### src/rtl/evcmp_pkg.sv
package evcmp_pkg;

    typedef struct packed {
        logic armed;
        logic flag;
    } tmr_state_t;

endpackage

### src/rtl/evcmp_seen.sv
module evcmp_seen #(
    parameter int NUM_EVT = 16,
    parameter int NUM_TMR = 2,
    parameter int TMR_W   = 1
) (
    input  logic                     clk_i,
    input  logic                     rst_ni,
    input  logic [NUM_EVT-1:0]       evt_done_i,
    input  logic [NUM_EVT*TMR_W-1:0] evt_owner_i,
    input  logic [NUM_TMR-1:0]       tmr_trig_i,
    output logic [NUM_EVT-1:0]       seen_o
);

    logic [NUM_EVT-1:0] seen_d, seen_q;

    always_comb begin
        seen_d = seen_q;
        for (int e = 0; e < NUM_EVT; e++) begin
            if (tmr_trig_i[evt_owner_i[e*TMR_W +: TMR_W]]) begin
                seen_d[e] = 1'b0;
            end else begin
                seen_d[e] = seen_q[e] | evt_done_i[e];
            end
        end
    end

    always_ff @(posedge clk_i or negedge rst_ni) begin
        if (!rst_ni) begin
            seen_q <= '0;
        end else begin
            seen_q <= seen_d;
        end
    end

    assign seen_o = seen_q;

endmodule

### src/rtl/evcmp_timer.sv
module evcmp_timer
    import evcmp_pkg::*;
#(
    parameter int NUM_EVT = 16,
    parameter int TMR_W   = 1,
    parameter int TMR_IDX = 0
) (
    input  logic                     clk_i,
    input  logic                     rst_ni,
    input  logic [NUM_EVT-1:0]       evt_done_i,
    input  logic [NUM_EVT-1:0]       evt_en_i,
    input  logic [NUM_EVT*TMR_W-1:0] evt_owner_i,
    input  logic [NUM_EVT-1:0]       seen_i,
    input  logic                     trig_i,
    input  logic                     clr_i,
    output logic                     flag_o
);

    localparam logic [TMR_W-1:0] MY_IDX = TMR_W'(TMR_IDX);

    tmr_state_t st_d, st_q;
    logic [NUM_EVT-1:0] member;
    logic [NUM_EVT-1:0] missing;
    logic               fire;

    always_comb begin
        for (int e = 0; e < NUM_EVT; e++) begin
            member[e] = evt_en_i[e] && (evt_owner_i[e*TMR_W +: TMR_W] == MY_IDX);
        end
        missing = member & ~(seen_i | evt_done_i);
        fire    = st_q.armed && !trig_i && (|member) && (missing == '0);

        st_d = st_q;
        if (trig_i) begin
            st_d.armed = 1'b1;
        end else if (fire) begin
            st_d.armed = 1'b0;
        end
        st_d.flag = fire | (st_q.flag & ~clr_i);
    end

    always_ff @(posedge clk_i or negedge rst_ni) begin
        if (!rst_ni) begin
            st_q <= '0;
        end else begin
            st_q <= st_d;
        end
    end

    assign flag_o = st_q.flag;

endmodule

### src/rtl/evcmp_status.sv
module evcmp_status #(
    parameter int NUM_EVT = 16,
    parameter int NUM_TMR = 2,
    parameter int TMR_W   = (NUM_TMR > 1) ? $clog2(NUM_TMR) : 1
) (
    input  logic                     clk_i,
    input  logic                     rst_ni,
    input  logic [NUM_EVT-1:0]       evt_done_i,
    input  logic [NUM_EVT-1:0]       evt_en_i,
    input  logic [NUM_EVT*TMR_W-1:0] evt_owner_i,
    input  logic [NUM_TMR-1:0]       tmr_trig_i,
    input  logic [NUM_TMR-1:0]       cmp_clr_i,
    input  logic [NUM_TMR-1:0]       cmp_irq_en_i,
    output logic [NUM_TMR-1:0]       cmp_stat_o,
    output logic [NUM_TMR-1:0]       cmp_evstat_o,
    output logic                     cmp_irq_o
);

    logic [NUM_EVT-1:0] seen;
    logic [NUM_TMR-1:0] flag;

    evcmp_seen #(
        .NUM_EVT (NUM_EVT),
        .NUM_TMR (NUM_TMR),
        .TMR_W   (TMR_W)
    ) seen_i (
        .clk_i       (clk_i),
        .rst_ni      (rst_ni),
        .evt_done_i  (evt_done_i),
        .evt_owner_i (evt_owner_i),
        .tmr_trig_i  (tmr_trig_i),
        .seen_o      (seen)
    );

    for (genvar t = 0; t < NUM_TMR; t++) begin : g_tmr
        evcmp_timer #(
            .NUM_EVT (NUM_EVT),
            .TMR_W   (TMR_W),
            .TMR_IDX (t)
        ) tmr_i (
            .clk_i       (clk_i),
            .rst_ni      (rst_ni),
            .evt_done_i  (evt_done_i),
            .evt_en_i    (evt_en_i),
            .evt_owner_i (evt_owner_i),
            .seen_i      (seen),
            .trig_i      (tmr_trig_i[t]),
            .clr_i       (cmp_clr_i[t]),
            .flag_o      (flag[t])
        );
    end

    assign cmp_stat_o   = flag;
    assign cmp_evstat_o = flag;
    assign cmp_irq_o    = |(flag & cmp_irq_en_i);

endmodule

### config.mk
export PLATFORM = sky130hd
export DESIGN_NAME = evcmp_status
export DESIGN_NICKNAME = d
export VERILOG_FILES = /design/src/rtl/evcmp_pkg.sv /design/src/rtl/evcmp_seen.sv /design/src/rtl/evcmp_timer.sv /design/src/rtl/evcmp_status.sv
export SDC_FILE = /design/constraint.sdc
export NUM_CORES = 1
export LEC_CHECK = 0
export BUFFER_PORTS_ARGS = -buffer_cell sky130_fd_sc_hd__buf_2
export CAP_MARGIN = 20
export CORE_MARGIN = 10
export CORE_UTILIZATION = 50
export CTS_CLUSTER_DIAMETER = 200
export CTS_CLUSTER_SIZE = 40
export DETAILED_ROUTE_END_ITERATION = 8
export PLACE_DENSITY = 0.84
export SETUP_SLACK_MARGIN = 0.5
export SLEW_MARGIN = 20
export SYNTH_ARGS = -nofsm -noshare
export SYNTH_HDL_FRONTEND = slang
export SYNTH_SLANG_ARGS = --single-unit
### constraint.sdc
create_clock -name clk_i -period 4.2 [get_ports clk_i]
set_input_delay 1.05 -clock clk_i [delete_from_list [all_inputs] [get_ports clk_i]]
set_output_delay 1.05 -clock clk_i [all_outputs]
set_load 0.01 [all_outputs]
# After elaboration in Yosys (flattened, before gate mapping)
# Cells that the tools add are included.
[totals]
reg_bits = 20
latchBits = 0
mem_bits_rw = 0
mem_bits_ro = 0
input_bits = 56
out_inout_bits = 5
word_cells = 163
mem_count = 0
[op_classes]
n_addsub = 0
multipliers = 0
div_mod_pow = 0
n_lt_le_gt_ge = 16
n_eq_ne = 0
shifts = 0
n_mux = 52
n_bitwise = 43
reduce_logical = 47
[ops]
columns = ["op", "n"]
rows = [
  ["$mux W1", 52],
  ["$logic_and A1 B1 Y1", 38],
  ["$and A16 B16 Y16", 2],
  ["$logic_not A16 Y1", 2],
  ["$lt A1 B2 Y1 const B", 16],
  ["$reduce_or A16 Y1", 2],
  ["$not A1 Y1", 18],
  ["$or A1 B1 Y1", 18],
  ["$not A16 Y16", 1],
  ["$or A16 B16 Y16", 1],
  ["$reduce_bool A2 Y1", 2],
  ["$and A1 B1 Y1", 2],
  ["$and A2 B2 Y2", 1],
  ["$logic_not A1 Y1", 2],
  ["$reduce_or A2 Y1", 1],
]

# Longest topological paths before layout
# Gate-level depths: netlist (run 1).
[depth]
depth_word = 7
mapped_depth = 6
depth_no_buf = 5

# Hierarchy
# A second synthesis (run 1) with hierarchy kept.
[hier_totals]
hier_cells = 146
hier_area_um2 = 1425.1
[by_module_without_submodules]
columns = ["module", "n_inst", "cells_each", "area_per_inst_um2", "seq_area_each_um2"]
rows = [
  ["evcmp_seen", 1, 50, 703.2, 400.4],
  ["evcmp_timer at g_tmr[0].tmr_i", 1, 50, 366.6, 50.0],
  ["evcmp_timer at g_tmr[1].tmr_i", 1, 43, 331.6, 50.0],
  ["evcmp_status", 1, 3, 23.8, 0.0],
]

# Worst setup path before layout (run 1)
# No wires, ideal clock.
[synth_timing]
kind = "in2out"
start = "in cmp_irq_en_i[0]"
end = "out cmp_irq_o"
t_arrival_ns = 1.293
required_time_ns = 3.150
slack_ns = 1.857
stages = 1
n_path_buf = 0
path_cell_list = "a22o_1"
[synth_via]
elab_chain_cells = 2
[synth_rtl]
columns = ["item", "line", "rtl"]
rows = [
  ["start, declared", "evcmp_status.sv:13", "input logic [NUM_TMR-1:0] cmp_irq_en_i,"],
  ["$and A2 B2 Y2", "evcmp_status.sv:55", "assign cmp_irq_o = |(flag & cmp_irq_en_i);"],
  ["$reduce_or A2 Y1", "evcmp_status.sv:55", ""],
  ["end, declared", "evcmp_status.sv:16", "output logic cmp_irq_o"],
]
# Every way passes these cells.

# Worst setup path after layout (run 1)
# Ends and elaborated chain as after synthesis.

==> flow_metrics.py, run 1 <==
metrics = {
    "worst_setup_path": {
        "cp_data_required_time_ns": 3.15,
        "path_buf_inv": 2,
        "crit_chain": "buf_2, a22o_1, buf_2",
        "cp_top_family": "buffers and inverters",
        "worstPathArrival_ns": 1.49,
        "cp-end-kind": "primary output",
        "crit_path_max_fanout": 1,
        "crit_slowest_cell": "a22o_1",
        "cp_common_cell": "buf_2",
        "r2r_slack_ns": 2.57,
        "reg2reg_to": "g_tmr[0].tmr_i.st_q[1]",
        "slowest_delay_ns": 0.21,
        "crit_path_start_kind": "input port",
        "worstReg2RegStart": "seen_i.seen_o[13]",
        "crit_type": "input port to primary output",
        "ff2ff_path_depth": 5,
    },
    "routing": {
        "wl_per_cell_um": 17.9,
        "drtAntennaViolNets": 0,
        "drt_iter0_drc": 97,
        "route.vias.total": 1445,
        "drt_wl_total_um": 4260,
        "firstDrtPassIters": 4,
        "drc": 0,
        "vias_per_cell": 6.07,
    },
    "run_status": {
        "run_status": "finished, final reports clean",
    },
    "pwr": {
        "clkPwrFrac": 0.198,
        "max-vdd-ir-drop_mv": 0.236,
        "swShare": 0.314,
        "leakage_nw": 0.762,
        "sequentialPowerShare": 0.501,
        "power_switching_mw": 0.142,
        "power_density_nw_per_um2": 272,
        "combPwrFrac": 0.300,
        "intPower_mw": 0.310,
    },
    "sta": {
        "slew_headroom": 0.627,
        "setup_ws_ns": 1.66,
        "final-setup-viol-count": 0,
        "finalCritPeriodShare": 0.604,
        "skew_ns": 0.00207,
        "max_freq_ghz": 0.394,
        "drv_slew": 0,
        "worstMarginPinSlew_ns": 0.553,
        "period_minus_slack_ns": 2.54,
        "setup_tns_ns": 0,
        "final_hold_viol_count": 0,
        "rsz0062_at_grt": "no",
    },
    "floorplanning": {
        "dieArea_um2": 5150,
        "fp.dieH_um": 71.8,
        "die-width_um": 71.8,
        "pin_count": 61,
        "core_area_um2": 2520,
        "initial_core_util": 0.532,
        "rows": 18,
    },
    "global_routing": {
        "grt_pass1_vias": 1534,
        "grt_use_total": 0.158,
        "grt_pass1_wl_um": 6740,
        "grt_max_degree": 21,
        "antenna_found_initial": 0,
        "grt_overflow": 0,
    },
    "logic_synthesis": {
        "synth_xor_area_frac": 0,
        "synthMuxAreaShare": 0.0224,
        "yosysUniqueCellTypes": 31,
        "syn-num-nets": 208,
        "synthCells": 152,
        "synth_top_family_by_area": "simple AND/OR/NAND/NOR gates",
        "synth_fa_ha_area_frac": 0,
        "ys_ff_latch": 20,
        "yosysSeqAreaShare": 0.373,
        "synth-simple-area-share": 0.336,
        "avgSynthCellArea_um2": 8.82,
        "yosys_warnings": 0,
        "synth_compound_area_frac": 0.229,
        "netlist_area_um2": 1340,
    },
    "min_path": {
        "hold_end": "g_tmr[1].tmr_i.st_q[1]",
        "hold_depth": 2,
        "min_path_type": "flip-flop to flip-flop",
        "hold_path_startpoint": "g_tmr[1].tmr_i.st_q[1]",
    },
    "clock_network": {
        "postCtsHoldBufs": 0,
        "cts_buffers": 3,
        "cts_htree_levels": 1,
        "post_cts_buffers": 0,
        "cts_resized": 0,
        "clk_pin_slew_ns": 0.11,
        "clk_latency_ns": 0.30,
        "clock_sinks": 20,
        "root_buffer": "clkbuf_4",
        "cts_tree": "built",
        "clock_path_buffers": 2,
    },
    "job": {
        "drv_cap": 0,
    },
    "final_layout": {
        "mostFrequentLayoutCell": "buf_2",
        "syn_to_final_growth_pct": 23.8,
        "final_cell_mix": "buf_2 (60), nor2b_1 (21), dfrtp_1 (20)",
        "insertedDiodeCount": 0,
        "drive_above_1_share": 0.308,
        "final.fill_count": 251,
        "nNetsFinal": 266,
    },
    "place": {
        "routabilityCongestion": 0.889,
        "pre_cts_ws_ns": 1.62,
        "port_buffers": 60,
        "dp_hpwl_um": 3540,
    },
}
## stage by stage
step	instance area, um2	utilization	power, mW	hold WS [ns]	instances
5_1_grt	1660	0.658	0.479	0.560	238
3_5_place_dp	1640	0.649	0.365	0.504	235
4_1_cts	1660	0.658	0.455	0.528	238
6_report	1660	0.658	0.452	0.530	238
3_3_place_gp	1640	0.649	0.358	0.485	235
2_1_floorplan	1340	-	0.306	0.467	152
## synthesized netlist by cell type
| library cell | n | area share |
|---|---|---|
| a2111o_1 | 1 | 0.0084 |
| a211oi_1 | 13 | 0.073 |
| a21o_1 | 1 | 0.0056 |
| a221oi_2 | 1 | 0.011 |
| a22o_1 | 1 | 0.0065 |
| a22oi_1 | 10 | 0.056 |
| a311oi_1 | 1 | 0.0065 |
| a31oi_1 | 4 | 0.019 |
| a32oi_1 | 1 | 0.0065 |
| and2_1 | 2 | 0.0093 |
| and2b_1 | 1 | 0.0056 |
| buf_4 | 4 | 0.022 |
| clkbuf_1 | 3 | 0.0084 |
| dfrtp_1 | 20 | 0.37 |
| inv_1 | 3 | 0.0084 |
| mux2i_1 | 3 | 0.022 |
| nand2_1 | 4 | 0.011 |
| nand2b_1 | 7 | 0.033 |
| nand3_1 | 8 | 0.030 |
| nand4_1 | 5 | 0.023 |
| nor2_1 | 16 | 0.045 |
| nor2b_1 | 21 | 0.098 |
| nor3_1 | 8 | 0.030 |
| nor4_1 | 2 | 0.0093 |
| nor4b_1 | 1 | 0.0065 |
| nor4bb_1 | 4 | 0.030 |
| o21a_1 | 3 | 0.017 |
| o311ai_0 | 1 | 0.0065 |
| o32a_1 | 1 | 0.0075 |
| o32ai_1 | 1 | 0.0065 |
| or4_1 | 1 | 0.0056 |
## power groups by stage
stage                     Combinational, mW  Clock (mW)  Sequential, mW
after global routing                  0.150       0.100           0.229
after global placement                0.130           0           0.228
final                                 0.136      0.0896           0.227
after CTS                             0.135      0.0935           0.226
after floorplan                      0.0797           0           0.227
after detailed placement              0.135           0           0.230
## cells by family (layout without fill, tap and decap cells)
family                 count (synthesis)  count (layout)
and+or+nand+nor                       80              80
AOI/OAI and AO/OA                     39              39
buffers and inverters                 10              66
DFF                                   20              20
muxes                                  3               3
## worst register-to-register path: stages (launching register included)
cell	delay (ns)
dfrtp_1	0.35
nor2_1	0.08
a221oi_2	0.28
nand3_1	0.11
a2111o_1	0.41
o32a_1	0.29
## flip-flops by register name, summed over array words and instances (netlist names)
name                flops
g_tmr.tmr_i.st_q        2
g_tmr.tmr_i.flag_o      2
seen_i.seen_o          16
## per-layer routing
layer,track usage,vias up,share of wire
li1,-,691,-
met1,0.178,668,0.39
met2,0.271,76,0.48
met3,0.0510,10,0.11
met4,0.0602,0,0.019
met5,0,-,0
## how the worst max path moves through the flow
stage / to / start / cells after the start
5_1_grt: cmp_irq_o / cmp_irq_en_i[0] / 3
2_1_floorplan: cmp_irq_o / cmp_irq_en_i[0] / 1
4_1_cts: cmp_irq_o / cmp_irq_en_i[0] / 3
3_5_place_dp: g_tmr[0].tmr_i.st_q[1] / tmr_trig_i[0] / 6
3_3_place_gp: cmp_irq_o / cmp_irq_en_i[0] / 3
6_report: cmp_irq_o / cmp_irq_en_i[0] / 3
## layout make-up
| class | count | area (um2) | share of cell area |
|---|---|---|---|
| well taps | 30 | 37.5 | 0.0226 |
| flip-flops and latches | 20 | 500 | 0.301 |
| inverters | 3 | 11.3 | 0.00678 |
| multi-input cells | 122 | 788 | 0.475 |
| repair buffers | 60 | 300 | 0.181 |
| clock buffers | 3 | 22.5 | 0.0136 |
Power figures use the tool's default switching activity.
==> run 2: changes to the inputs <==
--- a/config.mk
+++ b/config.mk
@@ -8,11 +8,11 @@
 export BUFFER_PORTS_ARGS = -buffer_cell sky130_fd_sc_hd__buf_2
 export CAP_MARGIN = 20
 export CORE_MARGIN = 10
-export CORE_UTILIZATION = 50
+export CORE_UTILIZATION = 46
 export CTS_CLUSTER_DIAMETER = 200
 export CTS_CLUSTER_SIZE = 40
 export DETAILED_ROUTE_END_ITERATION = 8
-export PLACE_DENSITY = 0.84
+export PLACE_DENSITY = 0.79
 export SETUP_SLACK_MARGIN = 0.5
 export SLEW_MARGIN = 20
 export SYNTH_ARGS = -nofsm -noshare
==> constraint.sdc (replaced) <==
create_clock -name clk_i -period 2.37 [get_ports clk_i]
set_input_delay 0.5925 -clock clk_i [delete_from_list [all_inputs] [get_ports clk_i]]
set_output_delay 0.5925 -clock clk_i [all_outputs]
set_load 0.01 [all_outputs]
==> run 2 against run 1 <==
- cell count up 1.3%
- register-to-register slack worse by 1.8 ns
- design area up 0.98%
- utilization down 5.5 points
- clock-buffer cell count unchanged
- hold slack worse by 0.31 ns
- sequential share of layout area down 0.29 points
- critical path type is now input port to flip-flop
- largest power group unchanged
- highest routed layer unchanged
==> flow_metrics.py, run 2 (synthesis results as in run 1) <==
metrics = {
    "worst_setup_path": {
        "slowest_delay_ns": 0.41,
        "path_buf_inv": 1,
        "r2r_slack_ns": 0.76,
        "cp_data_required_time_ns": 2.57,
        "cp_top_family": "compound AO/OA/AOI/OAI gates",
        "crit_type": "input port to flip-flop",
        "crit_slowest_cell": "a2111o_1",
        "crit_path_max_fanout": 3,
        "crit_chain": "buf_2, nor2b_1, a221oi_2, nand3_1, a2111o_1, o32a_1",
        "worstPathArrival_ns": 1.87,
        "cp-end-kind": "flip-flop",
        "crit_path_start_kind": "input port",
    },
    "sta": {
        "max_freq_ghz": 0.596,
        "final_hold_viol_count": 0,
        "final-setup-viol-count": 0,
        "setup_tns_ns": 0,
        "worstMarginPinSlew_ns": 0.515,
        "drv_slew": 0,
        "skew_ns": 0.00842,
        "setup_ws_ns": 0.691,
        "slew_headroom": 0.652,
        "finalCritPeriodShare": 0.708,
        "rsz0062_at_grt": "no",
        "period_minus_slack_ns": 1.68,
    },
    "global_routing": {
        "antenna_found_initial": 0,
        "grt_max_degree": 21,
        "grt_pass1_wl_um": 6730,
        "grt_use_total": 0.152,
        "grt_pass1_vias": 1479,
        "grt_overflow": 0,
    },
    "job": {
        "drv_cap": 0,
    },
    "clock_network": {
        "postCtsHoldBufs": 0,
        "clock_path_buffers": 2,
        "post_cts_buffers": 0,
        "cts_htree_levels": 1,
        "cts_tree": "built",
        "clk_latency_ns": 0.31,
        "clock_sinks": 20,
        "cts_resized": 0,
        "root_buffer": "clkbuf_4",
        "cts_buffers": 3,
        "clk_pin_slew_ns": 0.12,
    },
    "final_layout": {
        "insertedDiodeCount": 0,
        "drive_above_1_share": 0.314,
        "final_cell_mix": "buf_2 (60), nor2b_1 (21), dfrtp_1 (20)",
        "nNetsFinal": 268,
        "largest_reg_flops": 16,
        "mostFrequentLayoutCell": "buf_2",
        "stdcell_count": 241,
        "syn_to_final_growth_pct": 25.0,
    },
    "floorplanning": {
        "die-width_um": 74,
        "core_area_um2": 2780,
        "rows": 19,
        "dieArea_um2": 5480,
        "pin_count": 61,
        "fp.dieH_um": 74,
        "initial_core_util": 0.482,
    },
    "routing": {
        "vias_per_cell": 5.90,
        "route.vias.total": 1423,
        "drtAntennaViolNets": 0,
        "drt_wl_total_um": 4210,
        "drt_iter0_drc": 90,
        "drc": 0,
        "firstDrtPassIters": 4,
        "wl_per_cell_um": 17.5,
    },
    "pwr": {
        "power_density_nw_per_um2": 481,
        "leakage_nw": 0.771,
        "max-vdd-ir-drop_mv": 0.447,
    },
    "place": {
        "pre_cts_ws_ns": 0.374,
        "dpl.cell_count": 238,
        "routabilityCongestion": 0.868,
        "dp_hpwl_um": 3490,
        "port_buffers": 60,
    },
    "min_path": {
        "min_path_type": "input port to asynchronous set/reset pin",
    },
    "run_status": {
        "run_status": "finished, final reports clean",
    },
}
[run 2: cell types whose count changed in the layout (fill, tap and decap cells not counted)]
cell	before	now
buf_4	0	2
[run 2: worst paths after layout]
kind | start | endpoint | depth (start not counted)
worst max-delay path | evt_en_i[13] | g_tmr[0].tmr_i.st_q[1] | 6
worst min-delay path | rst_ni | seen_i.seen_o[6] | 1
worst max register to register | seen_i.seen_o[5] | g_tmr[0].tmr_i.st_q[1] | 5
worst min register to register | g_tmr[1].tmr_i.st_q[1] | g_tmr[1].tmr_i.st_q[1] | 2
max in group asynchronous | rst_ni | g_tmr[1].tmr_i.st_q[1] | 1
min in group clk_i | cmp_clr_i[0] | g_tmr[0].tmr_i.flag_o | 2
[run 2: cell type report]
type                    instances  area (um2)
inverters                       3        11.3
well taps                      31        38.8
clock buffers                   3        22.5
flip-flops and latches         20         500
repair buffers                 62         315
multi-input cells             122         788
fillers                       254        1100
[run 2: through the flow]
stage / power (mW) / hold slack (ns) / area (um2) / util
6_report: 0.807 / 0.216 / 1680 / 0.603
5_1_grt: 0.855 / 0.239 / 1680 / 0.603
4_1_cts: 0.813 / 0.234 / 1680 / 0.603
3_5_place_dp: 0.649 / 0.491 / 1650 / 0.595
3_3_place_gp: 0.639 / 0.485 / 1650 / 0.595
2_1_floorplan: 0.543 / 0.297 / 1340 / -
[run 2: report_power, final]
part | internal, mW | leakage, nW | switching, mW
Combinational | 0.113 | 0.515 | 0.129
Clock | 0.0594 | 0.0138 | 0.107
Sequential | 0.379 | 0.243 | 0.0201
[run 2: routing by layer]
metal / track usage / vias to the layer above / share of wire
met1: 0.186 / 673 / 0.42
met4: 0.0207 / 0 / 0.0031
met5: 0 / - / 0
li1: - / 694 / -
met2: 0.252 / 54 / 0.48
met3: 0.0598 / 2 / 0.097
